$ cat src/rtl/trig_pkg.sv
package trig_pkg;

    localparam int unsigned DEF_CH = 16;

    localparam logic [1:0] POL_RISE = 2'b00;
    localparam logic [1:0] POL_FALL = 2'b01;

    typedef struct packed {
        logic armed;
        logic triggered;
        logic pulse;
    } trig_state_t;

    // Direction check on one channel between two successive samples.
    function automatic logic edge_seen(input logic [1:0] pol,
                                       input logic       old_b,
                                       input logic       new_b);
        case (pol)
            POL_RISE: edge_seen = !old_b && new_b;
            POL_FALL: edge_seen = old_b && !new_b;
            default:  edge_seen = old_b ^ new_b;
        endcase
    endfunction

endpackage

$ cat src/rtl/trig_level_match.sv
module trig_level_match #(
    parameter int unsigned CH = 16
) (
    input  logic [CH-1:0] smp,
    input  logic [CH-1:0] mask,
    input  logic [CH-1:0] val,
    output logic          lvl_ok
);
    logic [CH-1:0] ch_ok;

    for (genvar i = 0; i < CH; i++) begin : g_ch
        assign ch_ok[i] = !mask[i] || (smp[i] == val[i]);
    end

    assign lvl_ok = &ch_ok;
endmodule

$ cat src/rtl/trig_edge_detect.sv
module trig_edge_detect
    import trig_pkg::*;
#(
    parameter int unsigned CH    = 16,
    localparam int unsigned IDX_W = (CH > 1) ? $clog2(CH) : 1
) (
    input  logic             clk,
    input  logic             rst,
    input  logic             arm,
    input  logic             armed,
    input  logic [CH-1:0]    smp,
    input  logic [IDX_W-1:0] sel,
    input  logic [1:0]       pol,
    output logic             hit
);
    logic [CH-1:0] prev_q;
    logic          prev_vld_q;

    always_ff @(posedge clk) begin
        if (rst) begin
            prev_q     <= '0;
            prev_vld_q <= 1'b0;
        end else if (arm) begin
            prev_vld_q <= 1'b0;
        end else if (armed) begin
            prev_q     <= smp;
            prev_vld_q <= 1'b1;
        end
    end

    assign hit = prev_vld_q && edge_seen(pol, prev_q[sel], smp[sel]);
endmodule

$ cat src/rtl/trig_ctrl.sv
module trig_ctrl
    import trig_pkg::*;
(
    input  logic clk,
    input  logic rst,
    input  logic arm,
    input  logic lvl_ok,
    input  logic edge_en,
    input  logic edge_hit,
    output logic armed,
    output logic triggered,
    output logic pulse
);
    trig_state_t st_q;
    logic        fire;

    assign fire = st_q.armed && !arm && lvl_ok && (!edge_en || edge_hit);

    always_ff @(posedge clk) begin
        if (rst) begin
            st_q <= '0;
        end else if (arm) begin
            st_q.armed     <= 1'b1;
            st_q.triggered <= 1'b0;
            st_q.pulse     <= 1'b0;
        end else if (fire) begin
            st_q.armed     <= 1'b0;
            st_q.triggered <= 1'b1;
            st_q.pulse     <= 1'b1;
        end else begin
            st_q.pulse <= 1'b0;
        end
    end

    assign armed     = st_q.armed;
    assign triggered = st_q.triggered;
    assign pulse     = st_q.pulse;
endmodule

$ cat src/rtl/trig_unit.sv
module trig_unit #(
    parameter int unsigned CH    = 16,
    localparam int unsigned IDX_W = (CH > 1) ? $clog2(CH) : 1
) (
    input  logic             clk,
    input  logic             rst,
    input  logic             arm,
    input  logic [CH-1:0]    smp,
    input  logic [CH-1:0]    lvl_mask,
    input  logic [CH-1:0]    lvl_val,
    input  logic             edge_en,
    input  logic [IDX_W-1:0] edge_sel,
    input  logic [1:0]       edge_pol,
    output logic             trig_pulse,
    output logic             triggered,
    output logic             armed
);
    logic lvl_ok;
    logic edge_hit;

    trig_level_match #(.CH(CH)) u_lvl (
        .smp    (smp),
        .mask   (lvl_mask),
        .val    (lvl_val),
        .lvl_ok (lvl_ok)
    );

    trig_edge_detect #(.CH(CH)) u_edge (
        .clk   (clk),
        .rst   (rst),
        .arm   (arm),
        .armed (armed),
        .smp   (smp),
        .sel   (edge_sel),
        .pol   (edge_pol),
        .hit   (edge_hit)
    );

    trig_ctrl u_ctrl (
        .clk       (clk),
        .rst       (rst),
        .arm       (arm),
        .lvl_ok    (lvl_ok),
        .edge_en   (edge_en),
        .edge_hit  (edge_hit),
        .armed     (armed),
        .triggered (triggered),
        .pulse     (trig_pulse)
    );
endmodule

$ cat config.mk
export PLATFORM = sky130hd
export DESIGN_NAME = trig_unit
export DESIGN_NICKNAME = d
export VERILOG_FILES = /design/src/rtl/trig_pkg.sv /design/src/rtl/trig_level_match.sv /design/src/rtl/trig_edge_detect.sv /design/src/rtl/trig_ctrl.sv /design/src/rtl/trig_unit.sv
export SDC_FILE = /design/constraint.sdc
export NUM_CORES = 1
export LEC_CHECK = 0
export BUFFER_PORTS_ARGS = -buffer_cell sky130_fd_sc_hd__buf_2
export CORE_UTILIZATION = 50
export CTS_BUF_LIST = sky130_fd_sc_hd__clkbuf_2 sky130_fd_sc_hd__clkbuf_4 sky130_fd_sc_hd__clkbuf_8
export CTS_CLUSTER_DIAMETER = 40
export CTS_CLUSTER_SIZE = 28
export DETAILED_ROUTE_END_ITERATION = 10
export PLACE_DENSITY = 0.89
export SLEW_MARGIN = 20
export SYNTH_ARGS = -nofsm -noshare
export SYNTH_HDL_FRONTEND = slang
export SYNTH_SLANG_ARGS = --single-unit
$ cat constraint.sdc
create_clock -name clk -period 5.8 [get_ports clk]
set_clock_uncertainty 0.05 [all_clocks]
set_input_delay 0.87 -clock clk [delete_from_list [all_inputs] [get_ports clk]]
set_output_delay 0.87 -clock clk [all_outputs]
set_load 0.01 [all_outputs]
---- Word level (Yosys, flattened, before mapping) ----
Index checks and enable logic that the tools add are counted.
storage, ports and cells
  logic and storage cells ................. 81
  flip-flop bits (word level) ............. 20
  output and inout port bits .............. 3
  input bits .............................. 58
operators by class
  mux-type cells .......................... 8
  equality and inequality tests ........... 17
  magnitude comparators ................... 1
  bitwise operators ....................... 2
  reduce and logical (&&, ||, !) cells .... 48
operators with widths
  kind                number
  $logic_not 1->1     20
  $logic_or 1x1->1    17
  $eq 1x1->1          16
  $reduce_and 16->1   1
  $bmux 1 s4          2
  $logic_and 1x1->1   6
  $lt 4x5->1 const B  1
  $mux 1              3
  $mux 3              1
  $eq 2x1->1 const B  1
  $logic_not 2->1     1
  $mux 2              1
  $pmux 1 s2          1
  $reduce_and 2->1    1
  $reduce_bool 2->1   1
  $reduce_or 2->1     1
  $not 1->1           1
  $xor 1x1->1         1

---- Logic depth before layout (Yosys ltp) ----
Gate-level depths: netlist (run 1).
  word-level depth ........................ 10
  gate-level depth with buffers ........... 9
  depth with buffers taken out ............ 8

---- Modules after synthesis ----
Synthesis (run 1) repeated with hierarchy kept, for this count alone.
second synthesis, totals
  cell total of the unflattened synthesis .. 144
  area, all modules ....................... 1248.7 um2
modules (own cells, without submodules)
  module            cells an instance  instances  area each (um2)  sequential area each (um2)
  trig_edge_detect  105                1          922.1            340.3
  trig_level_match  27                 1          216.5            0.0
  trig_ctrl         12                 1          110.1            60.1

---- Worst setup path before layout (run 1) ----
No wires, ideal clock.
  kind .................................... input to register
  start ................................... input edge_sel[0]
  end ..................................... register u_ctrl.armed (netlist name)
  slack ................................... 2468 ps
  required time ........................... 5625 ps
  buffers on the path ..................... 1
  setup time .............................. 125 ps
  cell stages on the path ................. 8
  arrival time ............................ 3157 ps
  cell sequence ........................... buf_6 mux4_2 mux4_2 ha_1 nand2_1 o211ai_1 a221o_1 o41a_1
on the way
  word-level cells in the longest chain between the ends .. 9
ends and longest elaborated chain
  item                                  line                            text
  start, declared                       trig_unit.sv:12                 input logic [IDX_W-1:0] edge_sel,
  $bmux 1 s4                            trig_edge_detect.sv:31          assign hit = prev_vld_q && edge_seen(pol, prev_q[sel], smp[sel]);
  $mux 1 (implied by the code)          trig_edge_detect.sv:31
  $logic_not 1->1 (on tied branches)    trig_pkg.sv:20, trig_pkg.sv:19
  $logic_and 1x1->1 (on tied branches)  trig_pkg.sv:20, trig_pkg.sv:19
  $pmux 1 s2 *                          trig_pkg.sv:18                  case (pol)
  $logic_and 1x1->1 *                   trig_edge_detect.sv:31
  $logic_or 1x1->1 *                    trig_ctrl.sv:17                 assign fire = st_q.armed && !arm && lvl_ok && (!edge_en || edge_hit);
  $logic_and 1x1->1 *                   trig_ctrl.sv:17
  $reduce_bool 2->1 (no line) *         --
Every way passes the cells marked *; elsewhere a longest branch is shown, timed or not. The select of a mux whose other input is x is not followed.
A chain may end at the register's enable or synchronous reset.

---- Worst setup path after layout (run 1) ----
  start ................................... input edge_sel[0]
  end ..................................... register u_ctrl.armed (netlist name)
on the way
  word-level cells in the longest chain between the ends .. 9
ends and longest elaborated chain
  item                                  line
  $bmux 1 s4                            trig_edge_detect.sv:31
  $mux 1 (implied by the code)          trig_edge_detect.sv:31
  $logic_not 1->1 (on tied branches)    trig_pkg.sv:20, trig_pkg.sv:19
  $logic_and 1x1->1 (on tied branches)  trig_pkg.sv:20, trig_pkg.sv:19
  $pmux 1 s2 *                          trig_pkg.sv:18
  $logic_and 1x1->1 *                   trig_edge_detect.sv:31
  $logic_or 1x1->1 *                    trig_ctrl.sv:17
  $logic_and 1x1->1 *                   trig_ctrl.sv:17
  $reduce_bool 2->1 (no line) *         --
Marked as above.

==> PnR_summary.wiki, run 1 <==
{| class="wikitable"
! Metric !! Value
|-
| Final critical-path required period || 3.23 ns
|-
| DRC marker count from the first detailed-route iteration || 44
|-
| Data required time at the worst endpoint || 5.94 ns
|-
| Tot Pwr || 0.000286 W
|-
| Count of vias placed by the detailed router || 1255
|-
| Kind of capture point of the worst setup path || register
|-
| Setup repair after global routing missed its margin || no
|-
| Period Utilization, post-route || 0.557
|-
| Family with the most delay on the worst path || multiplexers
|-
| Buffer and inverter count on the worst path || 1
|-
| Die area || 2610 um2
|-
| Max IR drop VDD || 0.120 mV
|-
| Clock Sinks || 20
|-
| Type of the worst setup path || in -> reg
|-
| Count of different cell masters after synthesis || 23
|-
| Chain of cells forming the critical path || buf_2 -> mux4_2 -> mux4_2 -> ha_1 -> nand2_1 -> o211ai_1 -> a221o_1 -> o41a_1
|-
| Flops & latches, synth || 20
|-
| Dominant cell type by count on the critical path || sky130_fd_sc_hd__mux4_2
|-
| Post-Syn Instances || 132
|-
| Boundary Pins || 61
|-
| Die boundary width || 51.1 um
|-
| Worst Path Max Fanout || 8
|-
| Final-report hold violation count || 0
|-
| Fraction of final layout cells sized beyond drive strength 1 || 0.412
|-
| Global router's overall resource usage || 0.281
|-
| Clock root buffer || sky130_fd_sc_hd__clkbuf_4
|-
| Standard-cell rows || 17
|-
| Post-CTS Setup Repair Bufs || 0
|-
| Max-slew violation count || 0
|-
| Data arrival time of the critical path || 3.37 ns
|-
| Pwr dens || 188 nW/um2
|-
| First-pass iteration count of the detailed router || 4
|-
| Count of max-cap constraint violations || 0
|-
| Total congestion overflow || 0
|-
| Maximum operating frequency || 309 MHz
|-
| Layout filler cell count || 194
|-
| Actual transition at the worst max-transition pin || 1.12 ns
|-
| Area of the multi-input gates || 761 um2
|-
| Post-route setup TNS || 0 ns
|-
| Worst Hold Class || reg -> reg
|-
| Clk pin slew, worst setup/hold paths || 0.11 ns
|-
| TritonCTS clock tree || done
|-
| Via count of the first global-routing pass || 1243
|-
| Per-instance average area after synthesis || 9.14 um2
|-
| Total clock buffers created by CTS || 3
|-
| Final Wtd Congestion || 0.877
|-
| Routed Wire Length || 3340 um
|-
| CTS H-tree depth || 1
|-
| Vias/cell || 5.84
|-
| Fin nets || 249
|-
| Antenna diode count || 0
|-
| Largest net degree at the start of global routing || 20
|-
| Area inside the core boundary || 2230 um2
|-
| Dpl hpwl || 2730 um
|-
| Mapped cell area || 1210 um2
|-
| DRC errors left || 0
|-
| Peak per-stage delay on the critical path || 0.54 ns
|-
| DIE HEIGHT || 51.1 um
|-
| Area added between synthesis and finish || 26.6%
|-
| Synthesized netlist net count || 192
|-
| Number of hold-repair buffers added at the cts stage || 0
|-
| Total setup violations reported at the end of the flow || 0
|-
| Headroom to the max-slew limit || 0.253
|-
| Initial core utilization || 0.540
|-
| Startpoint class of the critical path || primary input
|-
| Master of the slowest instance on the critical path || sky130_fd_sc_hd__mux4_2
|-
| Detailed-route wire length per cell || 15.5 um
|-
| Wire length of the first global-routing pass || 5320 um
|-
| Register Area || 400 um2
|-
| Leak || 0.670 nW
|-
| Syn. warnings || 0
|-
| Deepest clock path buffer count || 2
|-
| Run status || finished, final reports clean
|-
| Number of antenna violations at the first check in global routing || 0
|-
| Clock latency on the worst-skew pair || 0.29 ns
|-
| Post-route antenna net violation count || 0
|-
| Sequential fraction of the synthesis area || 0.332
|-
| Port bufs || 60
|-
| Post-cts resize count || 0
|}
==> registers in the layout, indices dropped and copies added, names as in the netlist <==
signal	flops
u_ctrl.pulse	1
u_ctrl.triggered	1
u_edge.prev_vld_q	1
u_ctrl.armed	1
u_edge.prev_q	16
==> final timing paths <==
check,startpoint,end,slack (ns),depth (start not counted)
max,edge_sel[0],u_ctrl.armed,2.57,8
min,u_edge.prev_q[1],u_edge.prev_q[1],0.41,2
max reg2reg,u_edge.prev_q[13],u_ctrl.armed,3.13,8
min reg2reg,u_edge.prev_q[1],u_edge.prev_q[1],0.41,2
==> per-layer routing <==
metal	up-vias	share of wire	global-route usage
met4	0	0.022	0.0787
met1	584	0.37	0.315
li1	578	-	-
met3	15	0.084	0.0417
met2	78	0.53	0.539
met5	-	0	0
==> area by class of cell <==
| type | instances | area share |
|---|---|---|
| multi-input cells | 102 | 0.498 |
| flip-flops and latches | 20 | 0.262 |
| repair buffers | 60 | 0.197 |
| well taps | 28 | 0.0230 |
| clock buffers | 3 | 0.0148 |
| inverters | 2 | 0.00492 |
==> through the flow <==
step,utilization,instance area [um2],setup slack [ns],cells,hold WS (ns)
4_1_cts,0.683,1530,2.55,215,0.411
3_3_place_gp,0.673,1500,2.29,212,0.380
2_1_floorplan,-,1210,2.47,132,0.383
5_1_grt,0.683,1530,2.48,215,0.440
6_report,0.683,1530,2.57,215,0.412
3_5_place_dp,0.673,1500,2.24,212,0.388
==> logic make-up after synthesis <==
family / count (synthesis) / share of synthesized area
muxes: 11 / 0.196
buffers and inverters: 10 / 0.0374
xor gates and xnor gates: 16 / 0.116
adders and majority gates: 2 / 0.0207
AOI/OAI and AO/OA: 28 / 0.146
and+or+nand+nor: 45 / 0.151
DFF: 20 / 0.332
==> cells in the mapped netlist <==
cell,instances,area share
sky130_fd_sc_hd__a21oi_1,17,0.071
sky130_fd_sc_hd__a221o_1,1,0.0083
sky130_fd_sc_hd__a22o_1,1,0.0073
sky130_fd_sc_hd__a22oi_1,6,0.037
sky130_fd_sc_hd__buf_6,1,0.0093
sky130_fd_sc_hd__clkbuf_1,7,0.022
sky130_fd_sc_hd__dfxtp_1,20,0.33
sky130_fd_sc_hd__ha_1,2,0.021
sky130_fd_sc_hd__inv_2,2,0.0062
sky130_fd_sc_hd__mux2_2,1,0.0093
sky130_fd_sc_hd__mux4_2,10,0.19
sky130_fd_sc_hd__nand2_1,34,0.11
sky130_fd_sc_hd__nand2b_1,1,0.0052
sky130_fd_sc_hd__nand3_1,1,0.0041
sky130_fd_sc_hd__nand4_1,1,0.0052
sky130_fd_sc_hd__nor2_1,5,0.016
sky130_fd_sc_hd__nor2b_1,1,0.0052
sky130_fd_sc_hd__nor4_1,1,0.0052
sky130_fd_sc_hd__o211ai_1,1,0.0062
sky130_fd_sc_hd__o41a_1,1,0.0093
sky130_fd_sc_hd__o41ai_1,1,0.0073
sky130_fd_sc_hd__or2_2,1,0.0052
sky130_fd_sc_hd__xor2_1,16,0.12
==> worst min-delay path: stages (launching register included) <==
cell and delay, ns:
sky130_fd_sc_hd__dfxtp_1 0.33, sky130_fd_sc_hd__nand2_1 0.05, sky130_fd_sc_hd__a21oi_1 0.05
==> where the power goes <==
group	total [W]	switching (W)	leakage (nW)	internal (W)
clock network	0.0000655	0.0000413	0.0138	0.0000242
logic	0.0000744	0.0000362	0.494	0.0000382
registers	0.000146	0.00000359	0.163	0.000143
total	0.000286	0.0000812	0.670	0.000205
==> cell usage in the layout (no fill, tap or decap) <==
cell / n
sky130_fd_sc_hd__a21oi_1: 17
sky130_fd_sc_hd__a221o_1: 1
sky130_fd_sc_hd__a22o_1: 1
sky130_fd_sc_hd__a22oi_1: 6
sky130_fd_sc_hd__buf_2: 60
sky130_fd_sc_hd__clkbuf_4: 3
sky130_fd_sc_hd__dfxtp_1: 20
sky130_fd_sc_hd__ha_1: 2
sky130_fd_sc_hd__inv_2: 2
sky130_fd_sc_hd__mux2_2: 1
sky130_fd_sc_hd__mux4_2: 10
sky130_fd_sc_hd__nand2_1: 34
sky130_fd_sc_hd__nand2b_1: 1
sky130_fd_sc_hd__nand3_1: 1
sky130_fd_sc_hd__nand4_1: 1
sky130_fd_sc_hd__nor2_1: 5
sky130_fd_sc_hd__nor2b_1: 1
sky130_fd_sc_hd__nor4_1: 1
sky130_fd_sc_hd__o211ai_1: 1
sky130_fd_sc_hd__o41a_1: 1
sky130_fd_sc_hd__o41ai_1: 1
sky130_fd_sc_hd__or2_2: 1
sky130_fd_sc_hd__xor2_1: 16
No activity file was read; power rests on OpenSTA's default activity.
==> inputs of run 2 (changes only) <==
- CORE_UTILIZATION: 50 -> 42
- PLACE_DENSITY: 0.89 -> 0.8
- clock period: 5.8 -> 2.7 ns (I/O delays scaled with it)
==> run 2 against run 1 <==
  * Via count up 2.8%
  * Non-clock buffer count up 19
  * Global-route usage down 3.8 points
  * Largest cell class unchanged
  * Count of clock-buffer cells in the layout unchanged
  * Combinational power rose to 2.5 times the previous value
  * Register-to-register slack worse by 3.1 ns
  * Die area up 18%
==> PnR_summary.wiki, run 2 (synthesis gave the netlist of run 1 again) <==
{| class="wikitable"
! Metric !! Value
|-
| Run status || finished, final reports clean
|-
| Post-route setup TNS || 0 ns
|-
| Worst Hold Class || in -> reg
|-
| Peak per-stage delay on the critical path || 0.50 ns
|-
| Clk pin slew, worst setup/hold paths || 0.11 ns
|-
| Worst Path Max Fanout || 3
|-
| DIE HEIGHT || 55.6 um
|-
| Final critical-path required period || 2.65 ns
|-
| Worst Hold Depth || 3
|-
| Pwr dens || 381 nW/um2
|-
| Buffer and inverter count on the worst path || 2
|-
| Wire length of the first global-routing pass || 5710 um
|-
| Kind of capture point of the worst setup path || register
|-
| Actual transition at the worst max-transition pin || 0.556 ns
|-
| Antenna diode count || 0
|-
| Post-route antenna net violation count || 0
|-
| Standard-cell rows || 19
|-
| Clock root buffer || sky130_fd_sc_hd__clkbuf_4
|-
| Detailed-route wire length per cell || 15.1 um
|-
| Register-to-Register Path Depth || 9
|-
| DRC errors left || 0
|-
| Number of antenna violations at the first check in global routing || 0
|-
| Max IR drop VDD || 0.344 mV
|-
| Global router's overall resource usage || 0.243
|-
| Area after DPL || 1660 um2
|-
| CTS H-tree depth || 1
|-
| Dpl hpwl || 2970 um
|-
| Post-place setup slack || -0.405 ns
|-
| Clock latency on the worst-skew pair || 0.30 ns
|-
| Minimum setup slack in the final design || 0.0518 ns
|-
| Data arrival time of the critical path || 2.80 ns
|-
| Slack of the worst reg-to-reg path || 0.05 ns
|-
| Hold Slack || 0.312 ns
|-
| Routed Wire Length || 3580 um
|-
| Startpoint class of the critical path || register
|-
| Deepest clock path buffer count || 2
|-
| Most frequent cells in the layout || sky130_fd_sc_hd__buf_2 (59), sky130_fd_sc_hd__nand2_1 (34), sky130_fd_sc_hd__buf_4 (19)
|-
| Headroom to the max-slew limit || 0.629
|-
| Final Wtd Congestion || 0.860
|-
| DRC marker count from the first detailed-route iteration || 76
|-
| Chain of cells forming the critical path || mux4_2 -> mux4_2 -> buf_4 -> buf_4 -> ha_1 -> mux2_2 -> o211ai_1 -> a221o_1 -> o41ai_1
|-
| Data required time at the worst endpoint || 2.85 ns
|-
| Clock Sinks || 20
|-
| Count of vias placed by the detailed router || 1290
|-
| Vias/cell || 5.44
|-
| Top register by number of flip-flops || u_edge.prev_q
|-
| Fraction of final layout cells sized beyond drive strength 1 || 0.485
|-
| Count of max-cap constraint violations || 0
|-
| Master of the slowest instance on the critical path || sky130_fd_sc_hd__mux4_2
|-
| Largest net degree at the start of global routing || 20
|-
| Family with the most delay on the worst path || multiplexers
|-
| Period Utilization, post-route || 0.981
|-
| Boundary Pins || 61
|-
| Die area || 3090 um2
|-
| Number of hold-repair buffers added at the cts stage || 0
|-
| Port bufs || 60
|-
| TritonCTS clock tree || done
|-
| Final-report hold violation count || 0
|-
| Area inside the core boundary || 2730 um2
|-
| Final instance count without filler cells || 237
|-
| Total stage count of the critical path || 9
|-
| Total congestion overflow || 0
|-
| Type of the worst setup path || reg -> reg
|-
| Via count of the first global-routing pass || 1205
|-
| Leak || 0.767 nW
|-
| Area added between synthesis and finish || 40.6%
|-
| Non-Filler Cell Area, Final || 1700 um2
|-
| Total clock buffers created by CTS || 3
|-
| Total setup violations reported at the end of the flow || 0
|-
| Cell Count Post-Placement || 233
|-
| Initial core utilization || 0.441
|-
| Max-slew violation count || 0
|-
| Die boundary width || 55.6 um
|-
| Flip-flop count of the largest register, all copies and words added || 16
|-
| Maximum operating frequency || 378 MHz
|-
| Setup repair after global routing missed its margin || yes
|-
| First-pass iteration count of the detailed router || 4
|-
| Fin nets || 268
|-
| Leading cell type in the layout, fill and taps excluded || sky130_fd_sc_hd__buf_2
|}
[run 2: changes by cell type in the layout (fill, tap and decap cells not counted), sizes merged]
cell,previous run,this run
buf,60,79
[run 2: final cells by class]
| cell class | count | area, um2 |
|---|---|---|
| Multi-Input combinational cell | 102 | 773 |
| Inverter | 2 | 7.51 |
| Sequential cell | 20 | 404 |
| Clock buffer | 3 | 22.5 |
| Tap cell | 31 | 38.8 |
| Timing Repair Buffer | 79 | 449 |
| Fill cell | 257 | 1040 |
[run 2: path summary, 6_finish.rpt]
kind                           from               end
setup / recovery  u_edge.prev_q[11]  u_ctrl.triggered
hold / removal               smp[9]  u_edge.prev_q[9]
setup reg to reg  u_edge.prev_q[11]  u_ctrl.triggered
hold reg to reg    u_edge.prev_q[2]  u_edge.prev_q[2]
[run 2: worst reg2reg max path: stages (launching register included)]
cell	delay, ns
sky130_fd_sc_hd__dfxtp_2	0.35
sky130_fd_sc_hd__mux4_2	0.47
sky130_fd_sc_hd__mux4_2	0.50
sky130_fd_sc_hd__buf_4	0.15
sky130_fd_sc_hd__buf_4	0.12
sky130_fd_sc_hd__ha_1	0.18
sky130_fd_sc_hd__mux2_2	0.26
sky130_fd_sc_hd__o211ai_1	0.16
sky130_fd_sc_hd__a221o_1	0.22
sky130_fd_sc_hd__o41ai_1	0.09
[run 2: metal layers]
layer  vias up  GRT usage  share of wire  wire length [um]
li1        617          -              -                 -
met1       577      0.302           0.39              1390
met2        87      0.413           0.48              1740
met3         9     0.0512          0.099               355
met4         0     0.0893          0.027                97
met5         -          0              0                 0
[run 2: timing repair]
item	4_1_cts	5_1_grt
endpoints found under the setup margin	2	1
cloned	0	0
pin swaps	0	2
setup buffers	0	1
resized for setup	1	4
[run 2: per-stage QoR]
step                      power, W   util
final                     0.000646  0.620
after global routing      0.000675  0.620
after CTS                 0.000643  0.615
after detailed placement  0.000506  0.605
after global placement    0.000500  0.605
after floorplan           0.000412      -
[run 2: power by group]
| group | switching [W] | internal (W) | leakage, nW |
|---|---|---|---|
| clock network | 0.0000919 | 0.0000521 | 0.0138 |
| logic | 0.0000847 | 0.000103 | 0.589 |
| registers | 0.00000800 | 0.000307 | 0.164 |
| total | 0.000185 | 0.000462 | 0.767 |
==> inputs of run 3 (changes only) <==
- CORE_UTILIZATION: 42 -> 40
- PLACE_DENSITY: 0.8 -> 0.76
==> run 3 against run 2 <==
  * The flow now finishes with violations (DRC)
  * Final area increased by 0.44%
  * Via count unchanged
  * Worst setup slack worse by 0.0034 ns
  * Combinational power up 3%
==> PnR_summary.wiki, run 3 (synthesis gave the netlist of run 1 again) <==
{| class="wikitable"
! Metric !! Value
|-
| Run status || complete, but fails checks
|-
| Failing checks || DRC
|-
| Area added between synthesis and finish || 41.2%
|-
| Worst Path Max Fanout || 8
|-
| Die boundary width || 56.9 um
|-
| Clock root buffer || sky130_fd_sc_hd__clkbuf_4
|-
| Max IR drop VDD || 0.251 mV
|-
| Global router's overall resource usage || 0.242
|-
| Reg-to-reg startpoint || u_edge.prev_q[14]
|-
| Dpl hpwl || 2970 um
|-
| Final-report hold violation count || 0
|-
| Hold path startpoint || arm
|-
| Number of hold-repair buffers added at the cts stage || 0
|-
| Total clock buffers created by CTS || 3
|-
| Max-slew violation count || 0
|-
| Area after DPL || 1660 um2
|-
| Clk pin slew, worst setup/hold paths || 0.10 ns
|-
| Dominant cell type by count on the critical path || sky130_fd_sc_hd__mux4_2
|-
| Fraction of final layout cells sized beyond drive strength 1 || 0.498
|-
| Antenna diode count || 0
|-
| Area inside the core boundary || 2810 um2
|-
| DRC marker count from the first detailed-route iteration || 52
|-
| Standard-cell rows || 19
|-
| Non-Filler Cell Area, Final || 1700 um2
|-
| Family with the most delay on the worst path || multiplexers
|-
| Register-to-Register Path Depth || 8
|-
| Period Utilization, post-route || 0.982
|-
| Clock latency on the worst-skew pair || 0.30 ns
|-
| Boundary Pins || 61
|-
| Startpoint class of the critical path || primary input
|-
| CTS H-tree depth || 1
|-
| Post-CTS Setup Repair Bufs || 0
|-
| Layout filler cell count || 256
|-
| Type of the worst setup path || in -> reg
|-
| Destination of the worst hold path || u_ctrl.armed
|-
| First-pass iteration count of the detailed router || 7
|-
| Detailed-route wire length per cell || 15.6 um
|-
| Post-route antenna net violation count || 0
|-
| Chain of cells forming the critical path || buf_6 -> mux4_2 -> mux4_2 -> inv_2 -> ha_1 -> mux2_4 -> o211ai_1 -> a221o_1 -> o41a_1
|-
| Wire length of the first global-routing pass || 5960 um
|-
| Slack of the worst reg-to-reg path || 0.06 ns
|-
| Leak || 0.771 nW
|-
| Kind of capture point of the worst setup path || register
|-
| Vias/cell || 5.47
|-
| FF-to-FF End || u_ctrl.armed
|-
| Number of antenna violations at the first check in global routing || 0
|-
| Initial core utilization || 0.430
|-
| DIE HEIGHT || 56.9 um
|-
| Flip-flop count of the largest register, all copies and words added || 16
|-
| Final core utilization || 0.607
|-
| Most frequent cells in the layout || sky130_fd_sc_hd__buf_2 (59), sky130_fd_sc_hd__nand2_1 (33), sky130_fd_sc_hd__buf_4 (18)
|-
| DRC errors left || 10
|-
| Top register by number of flip-flops || u_edge.prev_q
|-
| Final critical-path required period || 2.65 ns
|-
| Final Wtd Congestion || 0.909
|-
| Total congestion overflow || 0
|-
| Setup repair after global routing missed its margin || yes
|-
| Total setup violations reported at the end of the flow || 0
|-
| Data arrival time of the critical path || 2.80 ns
|-
| Leading cell type in the layout, fill and taps excluded || sky130_fd_sc_hd__buf_2
|-
| Die area || 3240 um2
|-
| Pwr dens || 379 nW/um2
|-
| Fin nets || 267
|-
| Maximum operating frequency || 377 MHz
|-
| Buffer and inverter count on the worst path || 2
|-
| Via count of the first global-routing pass || 1274
|-
| Data required time at the worst endpoint || 2.85 ns
|-
| Actual transition at the worst max-transition pin || 0.367 ns
|-
| Worst Hold Class || in -> reg
|-
| Port bufs || 60
|-
| Worst Hold Depth || 2
|-
| Peak per-stage delay on the critical path || 0.54 ns
|-
| Master of the slowest instance on the critical path || sky130_fd_sc_hd__mux4_2
|-
| Post-route setup TNS || 0 ns
|-
| Clock Sinks || 20
|-
| Count of max-cap constraint violations || 0
|-
| Count of vias placed by the detailed router || 1290
|-
| Deepest clock path buffer count || 2
|-
| Headroom to the max-slew limit || 0.755
|-
| Routed Wire Length || 3670 um
|-
| Largest net degree at the start of global routing || 20
|-
| TritonCTS clock tree || done
|}
## run 3: cell types whose count changed in the layout (fill, tap and decap cells not counted), sizes merged
cell,previous run,this run
buf,79,78
## run 3: cell type report
type,instances,area (um2),share of cell area
multi-input cells,102,787,0.462
repair buffers,78,442,0.259
flip-flops and latches,20,405,0.238
well taps,31,38.8,0.0228
clock buffers,3,22.5,0.0132
inverters,2,7.51,0.00441
## run 3: routing by layer
layer / vias up / global-route usage / part of all wire
met5: - / 0 / 0
met4: 0 / 0.0732 / 0.017
met3: 8 / 0.0230 / 0.092
met2: 80 / 0.397 / 0.47
met1: 588 / 0.340 / 0.42
li1: 614 / - / -
## run 3: worst max-delay path by stage
stage,depth (start not counted),endpoint,slack [ns],startpoint
after floorplan,9,u_ctrl.armed,-0.1,edge_sel[0]
after global placement,9,u_ctrl.armed,-0.31,edge_sel[0]
after detailed placement,9,u_ctrl.armed,-0.39,edge_sel[0]
after CTS,9,u_ctrl.armed,0.04,edge_sel[0]
after global routing,9,u_ctrl.armed,-0.02,edge_sel[0]
final,9,u_ctrl.armed,0.05,edge_sel[0]
## run 3: worst reg2reg max path, delay by kind of cell, from the launching register on
family | cells | cell delay [ns]
fa+ha+maj | 1 | 0.19
buf+inv | 1 | 0.09
flops | 1 | 0.35
simple gates | 1 | 0.04
compound gates | 3 | 0.87
mux | 2 | 0.96
## run 3: where the power goes
group	switching [W]	internal, W	leakage (nW)	total (W)
registers	0.00000767	0.000307	0.165	0.000315
logic	0.0000882	0.000104	0.593	0.000192
clock network	0.0000875	0.0000521	0.0138	0.000140
total	0.000183	0.000463	0.771	0.000646
## run 3: stage by stage
| step | total power (W) | cells | hold WS, ns | setup slack, ns |
|---|---|---|---|---|
| detailed placement | 0.000506 | 233 | 0.398 | -0.390 |
| floorplan | 0.000412 | 132 | 0.383 | -0.0958 |
| finish | 0.000646 | 236 | 0.349 | 0.0484 |
| global placement | 0.000497 | 233 | 0.381 | -0.313 |
| CTS | 0.000645 | 236 | 0.342 | 0.0414 |
| global route | 0.000684 | 236 | 0.351 | -0.0183 |
## run 3: repair_timing
item                                    in CTS  in global routing
endpoints found under the setup margin       2                  2
hold endpoints to repair                     0                  0
gates resized for setup                      1                  8
pin swaps                                    0                  2
